## src/rtl/pic_pkg.sv

```systemverilog
package pic_pkg;
   // Register port byte addresses (decoded by the block)
   localparam logic [7:0] A_PEND_HI = 8'h00;
   localparam logic [7:0] A_PEND_LO = 8'h04;
   localparam logic [7:0] A_MASK_HI = 8'h08;
   localparam logic [7:0] A_MASK_LO = 8'h0C;
   localparam logic [7:0] A_FRC_HI  = 8'h10;
   localparam logic [7:0] A_FRC_LO  = 8'h14;
   localparam logic [7:0] A_MSET    = 8'h1C;
   localparam logic [7:0] A_MCLR    = 8'h1D;
   localparam logic [7:0] A_LVL0    = 8'h40;
   localparam logic [7:0] A_SWACK   = 8'hE0;

   typedef enum logic [1:0] {
      MOP_NONE,
      MOP_SET,
      MOP_CLR
   } mask_op_e;
endpackage

```

## src/rtl/pic_regfile.sv

```systemverilog
module pic_regfile
   import pic_pkg::*;
#(
   parameter int unsigned NUM_SRC = 64,
   parameter int unsigned DATA_W  = 32,
   parameter int unsigned LVL_W   = 8,
   parameter int unsigned VEC_W   = 8,
   localparam int unsigned IDX_W  = $clog2(NUM_SRC)
) (
   input  logic                     clk,
   input  logic                     rst_n,
   input  logic                     vld_i,
   input  logic                     wr_i,
   input  logic [7:0]               addr_i,
   input  logic [DATA_W-1:0]        wdata_i,
   input  logic [NUM_SRC-1:0]       pend_i,
   input  logic [VEC_W-1:0]         vec_i,
   output logic [DATA_W-1:0]        rdata_o,
   output logic [NUM_SRC-1:0]       mask_o,
   output logic [NUM_SRC-1:0]       force_o,
   output logic [NUM_SRC*LVL_W-1:0] lvl_o
);
   localparam int unsigned ALL_BIT = IDX_W;

   if (NUM_SRC != 2 * DATA_W) begin : g_bad_split
      $error("pic_regfile: NUM_SRC must equal two data words");
   end
   if (LVL_W > DATA_W) begin : g_bad_lvl
      $error("pic_regfile: LVL_W wider than data");
   end
   if (ALL_BIT >= DATA_W) begin : g_bad_cmd
      $error("pic_regfile: command field does not fit data");
   end

   logic [NUM_SRC-1:0] mask_q, frc_q;
   logic [LVL_W-1:0]   lvl_q [NUM_SRC];
   logic               wen, ren;
   logic               in_lvl;
   logic [IDX_W-1:0]   lidx;
   logic [7:0]         loff;
   mask_op_e           mop;
   logic [DATA_W-1:0]  rd_d;

   assign wen    = vld_i &  wr_i;
   assign ren    = vld_i & ~wr_i;
   assign loff   = addr_i - A_LVL0;
   assign in_lvl = (addr_i >= A_LVL0) && ({24'd0, loff} < NUM_SRC);
   assign lidx   = loff[IDX_W-1:0];

   always_comb begin
      mop = MOP_NONE;
      if (wen && addr_i == A_MSET) mop = MOP_SET;
      if (wen && addr_i == A_MCLR) mop = MOP_CLR;
   end

   // Mask register: halves and byte commands
   always_ff @(posedge clk or negedge rst_n) begin
      if (!rst_n) begin
         mask_q <= '1;
      end else if (wen && addr_i == A_MASK_HI) begin
         mask_q[NUM_SRC-1:DATA_W] <= wdata_i;
      end else if (wen && addr_i == A_MASK_LO) begin
         mask_q[DATA_W-1:0] <= wdata_i;
      end else if (mop == MOP_SET) begin
         if (wdata_i[ALL_BIT]) mask_q <= '1;
         else                  mask_q[wdata_i[IDX_W-1:0]] <= 1'b1;
      end else if (mop == MOP_CLR) begin
         if (wdata_i[ALL_BIT]) mask_q <= '0;
         else                  mask_q[wdata_i[IDX_W-1:0]] <= 1'b0;
      end
   end

   // Force register has no write path on this port
   always_ff @(posedge clk or negedge rst_n) begin
      if (!rst_n) frc_q <= '0;
      else        frc_q <= frc_q;
   end

   // Level bytes
   always_ff @(posedge clk or negedge rst_n) begin
      if (!rst_n) begin
         for (int i = 0; i < NUM_SRC; i++) lvl_q[i] <= '0;
      end else if (wen && in_lvl) begin
         lvl_q[lidx] <= wdata_i[LVL_W-1:0];
      end
   end

   for (genvar g = 0; g < NUM_SRC; g++) begin : g_lvl_out
      assign lvl_o[g*LVL_W +: LVL_W] = lvl_q[g];
   end

   // Read mux
   always_comb begin
      rd_d = '0;
      if (in_lvl) begin
         rd_d[LVL_W-1:0] = lvl_q[lidx];
      end else begin
         unique case (addr_i)
            A_PEND_HI: rd_d = pend_i[NUM_SRC-1:DATA_W];
            A_PEND_LO: rd_d = pend_i[DATA_W-1:0];
            A_MASK_HI: rd_d = mask_q[NUM_SRC-1:DATA_W];
            A_MASK_LO: rd_d = mask_q[DATA_W-1:0];
            A_FRC_HI:  rd_d = frc_q[NUM_SRC-1:DATA_W];
            A_FRC_LO:  rd_d = frc_q[DATA_W-1:0];
            A_SWACK:   rd_d[VEC_W-1:0] = vec_i;
            default:   rd_d = '0;
         endcase
      end
   end

   always_ff @(posedge clk or negedge rst_n) begin
      if (!rst_n)   rdata_o <= '0;
      else if (ren) rdata_o <= rd_d;
   end

   assign mask_o  = mask_q;
   assign force_o = frc_q;

   a_r5_reset_mask: assert property (@(posedge clk)
      !rst_n |=> (mask_q == '1));
   a_r8_set_all: assert property (@(posedge clk) disable iff (!rst_n)
      (wen && addr_i == A_MSET && wdata_i[ALL_BIT]) |=> (mask_q == '1));
   a_r9_clr_all: assert property (@(posedge clk) disable iff (!rst_n)
      (wen && addr_i == A_MCLR && wdata_i[ALL_BIT]) |=> (mask_q == '0));
   a_r11_force_stays: assert property (@(posedge clk) disable iff (!rst_n)
      1'b1 |=> (frc_q == '0));
endmodule

```

## src/rtl/pic_arbiter.sv

```systemverilog
module pic_arbiter #(
   parameter int unsigned NUM_SRC  = 64,
   parameter int unsigned LVL_W    = 8,
   parameter bit          ARB_TREE = 1'b1,
   localparam int unsigned IDX_W   = $clog2(NUM_SRC)
) (
   input  logic [NUM_SRC-1:0]       act_i,
   input  logic [NUM_SRC*LVL_W-1:0] lvl_i,
   output logic                     win_vld_o,
   output logic [IDX_W-1:0]         win_idx_o,
   output logic [LVL_W-1:0]         win_lvl_o
);
   if ((1 << IDX_W) != NUM_SRC) begin : g_bad_n
      $error("pic_arbiter: NUM_SRC must be a power of two");
   end

   if (ARB_TREE) begin : g_tree
      localparam int unsigned NODES = 2 * NUM_SRC - 1;
      logic             nv [NODES];
      logic [LVL_W-1:0] nl [NODES];
      logic [IDX_W-1:0] ni [NODES];

      for (genvar s = 0; s < NUM_SRC; s++) begin : g_leaf
         assign nv[NUM_SRC-1+s] = act_i[s];
         assign nl[NUM_SRC-1+s] = lvl_i[s*LVL_W +: LVL_W];
         assign ni[NUM_SRC-1+s] = IDX_W'(s);
      end
      // Upper child is the higher-numbered range; it wins ties
      for (genvar k = 0; k < NUM_SRC - 1; k++) begin : g_node
         logic take_hi;
         assign take_hi = nv[2*k+2] && (!nv[2*k+1] || nl[2*k+2] >= nl[2*k+1]);
         assign nv[k] = nv[2*k+1] | nv[2*k+2];
         assign nl[k] = take_hi ? nl[2*k+2] : nl[2*k+1];
         assign ni[k] = take_hi ? ni[2*k+2] : ni[2*k+1];
      end
      assign win_vld_o = nv[0];
      assign win_idx_o = ni[0];
      assign win_lvl_o = nl[0];
   end else begin : g_scan
      always_comb begin
         win_vld_o = 1'b0;
         win_idx_o = '0;
         win_lvl_o = '0;
         for (int s = 0; s < NUM_SRC; s++) begin
            if (act_i[s] && lvl_i[s*LVL_W +: LVL_W] >= win_lvl_o) begin
               win_vld_o = 1'b1;
               win_idx_o = IDX_W'(s);
               win_lvl_o = lvl_i[s*LVL_W +: LVL_W];
            end
         end
      end
   end
endmodule

```

## src/rtl/prio_intc.sv

```systemverilog
module prio_intc #(
   parameter int unsigned NUM_SRC  = 64,
   parameter int unsigned DATA_W   = 32,
   parameter int unsigned LVL_W    = 8,
   parameter int unsigned VEC_W    = 8,
   parameter int unsigned VEC_BASE = 64,
   parameter int unsigned VEC_IDLE = 24,
   parameter bit          ARB_TREE = 1'b1
) (
   input  logic              clk,
   input  logic              rst_n,
   input  logic [63:0]       irq_i,
   input  logic              reg_vld_i,
   input  logic              reg_wr_i,
   input  logic [7:0]        reg_addr_i,
   input  logic [31:0]       reg_wdata_i,
   output logic [31:0]       reg_rdata_o,
   output logic [7:0]        irq_lvl_o,
   output logic [7:0]        irq_vec_o
);
   localparam int unsigned IDX_W = $clog2(NUM_SRC);

   if (NUM_SRC != 64 || DATA_W != 32 || LVL_W != 8 || VEC_W != 8) begin : g_bad_port
      $error("prio_intc: port widths fixed at 64/32/8/8");
   end
   if (VEC_BASE + NUM_SRC > (1 << VEC_W) || VEC_IDLE >= (1 << VEC_W)) begin : g_bad_vec
      $error("prio_intc: vector range exceeds VEC_W");
   end

   logic [NUM_SRC-1:0]       mask, frc, en, act;
   logic [NUM_SRC*LVL_W-1:0] lvl_flat;
   logic                     win_vld;
   logic [IDX_W-1:0]         win_idx;
   logic [LVL_W-1:0]         win_lvl;
   logic [LVL_W-1:0]         lvl_q;
   logic [VEC_W-1:0]         vec_q;

   pic_regfile #(
      .NUM_SRC(NUM_SRC), .DATA_W(DATA_W), .LVL_W(LVL_W), .VEC_W(VEC_W)
   ) u_regs (
      .clk(clk), .rst_n(rst_n),
      .vld_i(reg_vld_i), .wr_i(reg_wr_i), .addr_i(reg_addr_i), .wdata_i(reg_wdata_i),
      .pend_i(irq_i), .vec_i(vec_q),
      .rdata_o(reg_rdata_o), .mask_o(mask), .force_o(frc), .lvl_o(lvl_flat)
   );

   for (genvar s = 0; s < NUM_SRC; s++) begin : g_en
      assign en[s] = |lvl_flat[s*LVL_W +: LVL_W];
   end

   assign act = (irq_i | frc) & en & ~mask;

   pic_arbiter #(
      .NUM_SRC(NUM_SRC), .LVL_W(LVL_W), .ARB_TREE(ARB_TREE)
   ) u_arb (
      .act_i(act), .lvl_i(lvl_flat),
      .win_vld_o(win_vld), .win_idx_o(win_idx), .win_lvl_o(win_lvl)
   );

   always_ff @(posedge clk or negedge rst_n) begin
      if (!rst_n) begin
         lvl_q <= '0;
         vec_q <= VEC_W'(VEC_IDLE);
      end else if (win_vld) begin
         lvl_q <= win_lvl;
         vec_q <= VEC_W'(VEC_BASE) + VEC_W'(win_idx);
      end else begin
         lvl_q <= '0;
         vec_q <= VEC_W'(VEC_IDLE);
      end
   end

   assign irq_lvl_o = lvl_q;
   assign irq_vec_o = vec_q;

   a_r1_winner_active: assert property (@(posedge clk) disable iff (!rst_n)
      win_vld |-> act[win_idx]);
   a_r1_all_masked: assert property (@(posedge clk) disable iff (!rst_n)
      (&mask) |=> (irq_lvl_o == '0));
   a_r3_winner_level: assert property (@(posedge clk) disable iff (!rst_n)
      win_vld |-> (win_lvl == lvl_flat[win_idx*LVL_W +: LVL_W]) && (win_lvl != '0));
   a_r4_idle_vector: assert property (@(posedge clk) disable iff (!rst_n)
      (irq_lvl_o == '0) |-> (irq_vec_o == VEC_W'(VEC_IDLE)));
   a_r4_vec_range: assert property (@(posedge clk) disable iff (!rst_n)
      (irq_lvl_o != '0) |-> (irq_vec_o >= VEC_W'(VEC_BASE)));
endmodule

```

## config.mk

```make
export PLATFORM = sky130hd
export DESIGN_NAME = prio_intc
export DESIGN_NICKNAME = d
export VERILOG_FILES = /design/src/rtl/pic_pkg.sv /design/src/rtl/pic_regfile.sv /design/src/rtl/pic_arbiter.sv /design/src/rtl/prio_intc.sv
export SDC_FILE = /design/constraint.sdc
export NUM_CORES = 2
export LEC_CHECK = 0
export CAP_MARGIN = 20
export CELL_PAD_IN_SITES_DETAIL_PLACEMENT = 1
export CELL_PAD_IN_SITES_GLOBAL_PLACEMENT = 1
export CORE_ASPECT_RATIO = 1.4
export CORE_MARGIN = 8
export CORE_UTILIZATION = 25
export DETAILED_ROUTE_END_ITERATION = 10
export MAX_ROUTING_LAYER = met4
export PLACE_DENSITY = 0.57
export SLEW_MARGIN = 40
export SYNTH_ARGS = -nofsm -noshare
export SYNTH_HDL_FRONTEND = slang
export SYNTH_SLANG_ARGS = --single-unit
```

## constraint.sdc

```tcl
create_clock -name clk -period 18.6 [get_ports clk]
set_input_delay 1.86 -clock clk [delete_from_list [all_inputs] [get_ports clk]]
set_output_delay 1.86 -clock clk [all_outputs]
set_load 0.1 [all_outputs]
```

-- Yosys cells after proc, flatten, opt, wreduce, memory -nomap -nowiden
Cells that the tools add are included.
- flip-flop bits (word level): 624
- bits in latches: 0
- memory bits (writable): 0
- memory bits (read-only): 0
- output and inout port bits: 48
- memories kept: 0
- add/sub/neg operators: 2
- multipliers: 0
- div/mod/pow operators: 0
- magnitude comparators: 69
- equal/unequal tests: 9
- shift-type cells: 0
- mux-type cells: 149
- bitwise logic cells: 74
- reduce and logical (&&, ||, !) cells: 266
- operator list (kind ; number):
    8-bit two-way mux ; 69
    512-bit bitwise mux ; 1
    8-bit OR reduction ; 64
    8-bit >= comparator ; 63
    64-bit two-way mux ; 4
    64-bit bitwise AND ; 3
    64-bit NOT ; 2
    32-bit two-way mux ; 3
    24-bit case mux with 4 select lines ; 1
    1-bit logical AND ; 71
    64-bit bitwise OR ; 1
    1-bit logical NOT ; 63
    1-bit logical OR ; 63
    1-bit bitwise OR ; 63
    8-bit binary-select mux with 6-bit select ; 1
    8-bit demux with 6-bit select ; 1
    8-bit case mux with 5 select lines ; 1
    1-bit two-way mux ; 34
    2-bit two-way mux ; 17
    24-bit two-way mux ; 1
    3-bit two-way mux ; 8
    8-bit by 4-bit == test with 1-bit output, second input constant ; 2
    8-bit by 5-bit == test with 1-bit output, second input constant ; 2
    4-bit two-way mux ; 4
    other kinds (22) ; 27

-- Longest topological paths before layout
- depth after elaboration: 29
- mapped depth: 75
- gate-level depth less buffers: 71

-- Cells and area by module
From an unflattened synthesis, not the netlist that was laid out.
- cells, all modules: 5333
- area total of the unflattened synthesis: 50931.3 um^2
- modules (own cells, without submodules) (module ; times used ; cells each ; area each (um^2) ; sequential area each (um^2)):
    pic_regfile ; 1 ; 2443 ; 30042.6 ; 15294.7
    pic_arbiter ; 1 ; 2602 ; 18883.1 ; 0.0
    prio_intc ; 1 ; 288 ; 2005.7 ; 377.9

-- Least setup slack after synthesis
OpenSTA, ideal clock, no wires.
- kind: input-to-reg
- start: input port irq_i[32]
- end: register lvl_q[6] (netlist: irq_lvl_o[6])
- data arrival time: 14.520 ns
- required time: 18.514 ns
- setup slack: 3.994 ns
- stages on the path: 63
- cells stage by stage: nand2b_1 -> a211o_1 -> a2111oi_0 -> o21a_1 -> or2_2 -> clkbuf_1 -> mux2i_1 -> ha_1 -> a21o_1 -> a21o_1 -> a211o_1 -> a2111oi_0 -> a221oi_4 -> mux2_2 -> ha_1 -> and4_1 -> a21oi_1 -> nand2_1 -> (+27 left out) -> clkbuf_1 -> a311oi_1 -> ha_1 -> nand2b_1 -> a21o_1 -> a21o_1 -> a21o_1 -> a21o_1 -> a21oi_1 -> nor2b_1 -> o21ai_0 -> nand2b_1 -> o22ai_1 -> inv_2 -> nor2_1 -> dlygate4sd1_1 -> nand2_1 -> o221ai_2
- word-level cells in the longest chain between the ends: 27
- ends and longest elaborated chain (what ; RTL line ; source):
    start, declared ; prio_intc.sv:12 ; input logic [63:0] irq_i,
    64-bit bitwise AND * (2 in series) ; prio_intc.sv:51 ; assign act = (irq_i | frc) & en & ~mask;
    1-bit logical NOT ; pic_arbiter.sv:31 ; assign take_hi = nv[2*k+2] && (!nv[2*k+1] || nl[2*k+2] >= nl[2*k+1]);
    1-bit logical OR ; pic_arbiter.sv:31 ;
    1-bit logical AND ; pic_arbiter.sv:31 ;
    8-bit two-way mux ; pic_arbiter.sv:33 ; assign nl[k] = take_hi ? nl[2*k+2] : nl[2*k+1];
    8-bit >= comparator ; pic_arbiter.sv:31 ;
    1-bit logical OR ; pic_arbiter.sv:31 ;
    1-bit logical AND ; pic_arbiter.sv:31 ;
    (+10 left out) ; - ;
    1-bit logical OR ; pic_arbiter.sv:31 ;
    1-bit logical AND ; pic_arbiter.sv:31 ;
    8-bit two-way mux ; pic_arbiter.sv:33 ;
    8-bit >= comparator ; pic_arbiter.sv:31 ;
    1-bit logical OR ; pic_arbiter.sv:31 ;
    1-bit logical AND ; pic_arbiter.sv:31 ;
    8-bit two-way mux ; pic_arbiter.sv:33 ;
    8-bit two-way mux * ; prio_intc.sv:64 ; end else if (win_vld) begin
    end signal, assigned ; prio_intc.sv:65 ; lvl_q <= win_lvl;
    end, declared ; prio_intc.sv:35 ; logic [LVL_W-1:0] lvl_q;
Mark *: on every way between the ends. The rest lies on a longest branch, timed or not.
A chain may end at the register's enable or synchronous reset.

-- Final worst setup path
- start: input port irq_i[40]
- end: register lvl_q[5] (netlist: irq_lvl_o[5])
The elaborated chain is that of the path after synthesis.

==> impl_results.md <==
* Die W at 390 um
* Syn. warnings at 0
* Crit path arrival time at 17020 ps
* Setup TNS at 0 ps
* Post-Syn Area at 48900 um^2
* Routed length per instance at 31.3 um
* GRT Total Usage at 24.4%
* Setup Buffers After CTS at 0
* CTS tree: done
* First-pass GRT wire length at 365000 um
* Post-layout util at 28.9%
* EDFF count, synth at 0
* CTS Buf Count at 77
* HP Class: flip-flop to flip-flop
* Clk Latency, worst-skew pair at 740 ps
* Hold Violations, Final at 0
* CTS sink cnt at 623
* Final max-slew violation count at 0
* Final Instance Count excl. Fillers at 8253
* DRC viols at 0
* CP endpoint kind: flip-flop
* Leak pwr at 26.8 nW
* Share of cells above drive strength 1 at 15.9%
* Fmax at 61.0 MHz
* Hold buffers post-CTS at 0
* Cells after Synth at 5502
* Register area share after synthesis at 32.1%
* Final WL at 258000 um
* Pre-antenna DRT Iters at 6
* Synth async-reset ratio at 100%
* Reg clk slew, reported paths at 60 ps
* Clock Skew at 50.5 ps
* Most frequent CP cell: a21o_1
* Routed Antenna Nets at 0
* Initial antenna violation count at 20
* Slowest cell on crit path: clkdlybuf4s50_1
* Dpl cells at 8110
* Initial Util at 25.1%
* RSZ-0062 raised after global routing: false
* Synth cell types at 108
* Mapped Nets at 6101
* Final setup fails at 0
* Design Power at 6.18 mW
* Rel. slew slack at 34.6%
* Crit-path max FO at 27
* Register bit total from synthesis at 623
* Worst VDD drop at 0.158 mV
* Setup crit start kind: primary input
* Commonest non-fill, non-tap cell in the layout: dfrtp_1
* Via count at 46800
* Pwr per Cell Area at 110 nW/um^2
* Clk buf depth at 3
* Syn-to-layout area delta at 15.1%
* Fill cells at 22700
* Status: finished clean
* HPWL Detailed at 196000 um
* Commonest cells after routing, fill and taps aside: 557 x dfrtp_1, 515 x nand2_1, 491 x ha_1
* Rows at 192
* Final min period at 16390 ps
* Syn_area_per_cell at 8.88 um^2
* H-tree Lvls at 3
* Commonest register cell after synthesis: dfrtp_1
* First-iteration detailed-routing DRC count at 3911
* Die Span Y at 539 um
* Nets at 6170
* GP Congestion at 0.960
* Slew @ Worst Pin at 973 ps
* Num ports at 156
* Remaining global-route overflow at 0
* CP max stage delay at 640 ps
* CTS resizes at 0
* PortBufs at 154
* Core area at 195000 um^2
* Root Buffer: clkbuf_16
* Max-Cap Viols at 0
* Final worst-path cycle share at 88.1%
* Largest net degree at the start of global routing at 78
* Required @ worst endpoint at 19240 ps
* Via density at 5.66
* Crit Path Class: primary input to flip-flop
* Die ar. at 210000 um^2
* Vias in the first global route at 48300
==> cells by family after synthesis <==
family | count (synthesis) | share of synthesized area (%)
AOI/OAI and AO/OA | 1596 | 21.3
and+or+nand+nor | 1351 | 13.2
buffers and inverters | 761 | 5.99
muxes | 674 | 14.8
DFF | 623 | 32.1
adders and majority gates | 496 | 12.7
other | 1 | 0.00768
==> metrics by stage <==
| step | cell area [um^2] | setup WS, ps | hold WS [ps] |
|---|---|---|---|
| floorplan | 48900 | 3990 | 484 |
| detailed placement | 53600 | 1520 | 468 |
| global placement | 53400 | 1120 | 462 |
| global route | 56200 | 1080 | 501 |
| CTS | 56200 | 2230 | 482 |
| finish | 56300 | 2210 | 472 |
==> synthesized netlist by cell type, types with 10 or more instances <==
master,count,area (um^2)
dfrtp_1,557,13900
nand2_1,524,1970
ha_1,491,6140
inv_1,477,1790
o21ai_0,473,2370
a21oi_1,354,1770
mux2_2,350,3940
mux2i_1,319,3190
nor2_1,286,1070
clkbuf_1,226,848
nor4_1,126,788
a22oi_1,118,886
a21o_1,106,796
nand2b_1,98,613
a221oi_1,74,648
nand4_1,68,425
dfstp_2,66,1730
nand3_1,60,300
o21a_1,60,450
a22o_1,47,412
a31oi_1,45,282
nor2b_1,38,238
o211ai_1,38,285
o311ai_0,36,315
a211oi_1,35,263
buf_1,32,120
and3_1,26,163
nor3_1,26,130
a211o_1,23,201
o221ai_1,23,201
and2_1,22,138
o22ai_1,20,125
o31ai_1,15,113
o21ai_1,13,65.1
buf_2,12,60.1
nor3b_1,12,90.1
or4_1,11,82.6
nand3b_1,10,75.1
or2_2,10,62.6
==> state kept, by name, indices dropped and copies added, names as in the netlist <==
| register | flops |
|---|---|
| irq_vec_o | 7 |
| u_regs.lvl_o | 512 |
| irq_lvl_o | 8 |
| u_regs.rdata_o | 32 |
| u_regs.mask_o | 64 |
==> critical path, delay by kind of cell <==
kind,cells,cell delay (ps)
fa+ha+maj,5,1470
compound gates,39,9040
simple gates,14,2060
buf+inv,5,1550
mux,3,1000
==> report_power, final <==
| group | switching, mW | internal, mW | leakage (nW) | total [mW] |
|---|---|---|---|---|
| combinational | 1.91 | 1.04 | 18.3 | 2.96 |
| clock | 0.703 | 0.928 | 1.27 | 1.63 |
| sequential | 0.140 | 1.46 | 7.26 | 1.60 |
==> layer usage <==
| layer | track usage (%) | share of wire (%) | vias up |
|---|---|---|---|
| li1 | - | - | 20300 |
| met1 | 29.6 | 41 | 24100 |
| met2 | 38.7 | 46 | 1808 |
| met3 | 3.49 | 5.9 | 603 |
| met4 | 14.2 | 6.9 | 0 |
| met5 | - | 0 | - |
==> worst paths after layout <==
check                                   start  slack (ps)            endpoint  cells after the start
max in group asynchronous               rst_n       14970   u_regs.lvl_o[381]                      5
min in group asynchronous               rst_n        1110   u_regs.lvl_o[453]                      1
min                        u_regs.rdata_o[25]         470  u_regs.rdata_o[25]                      2
max                                 irq_i[40]        2210        irq_lvl_o[5]                     66
max reg2reg                 u_regs.lvl_o[360]        3400        irq_lvl_o[5]                     70
min reg2reg                u_regs.rdata_o[25]         470  u_regs.rdata_o[25]                      2
==> layout make-up <==
cell class / count / area, um^2 / share of cell area, %
Inverter: 480 / 1800 / 3.20
Sequential cell: 623 / 15700 / 27.9
Multi-Input combinational cell: 4118 / 30700 / 54.5
Clock inverter: 37 / 440 / 0.783
Tap cell: 2619 / 3280 / 5.83
Timing Repair Buffer: 271 / 2200 / 3.92
Clock buffer: 97 / 2170 / 3.87
Antenna cell: 8 / 20.0 / 0.0356
(Power assumes the default switching activity.)
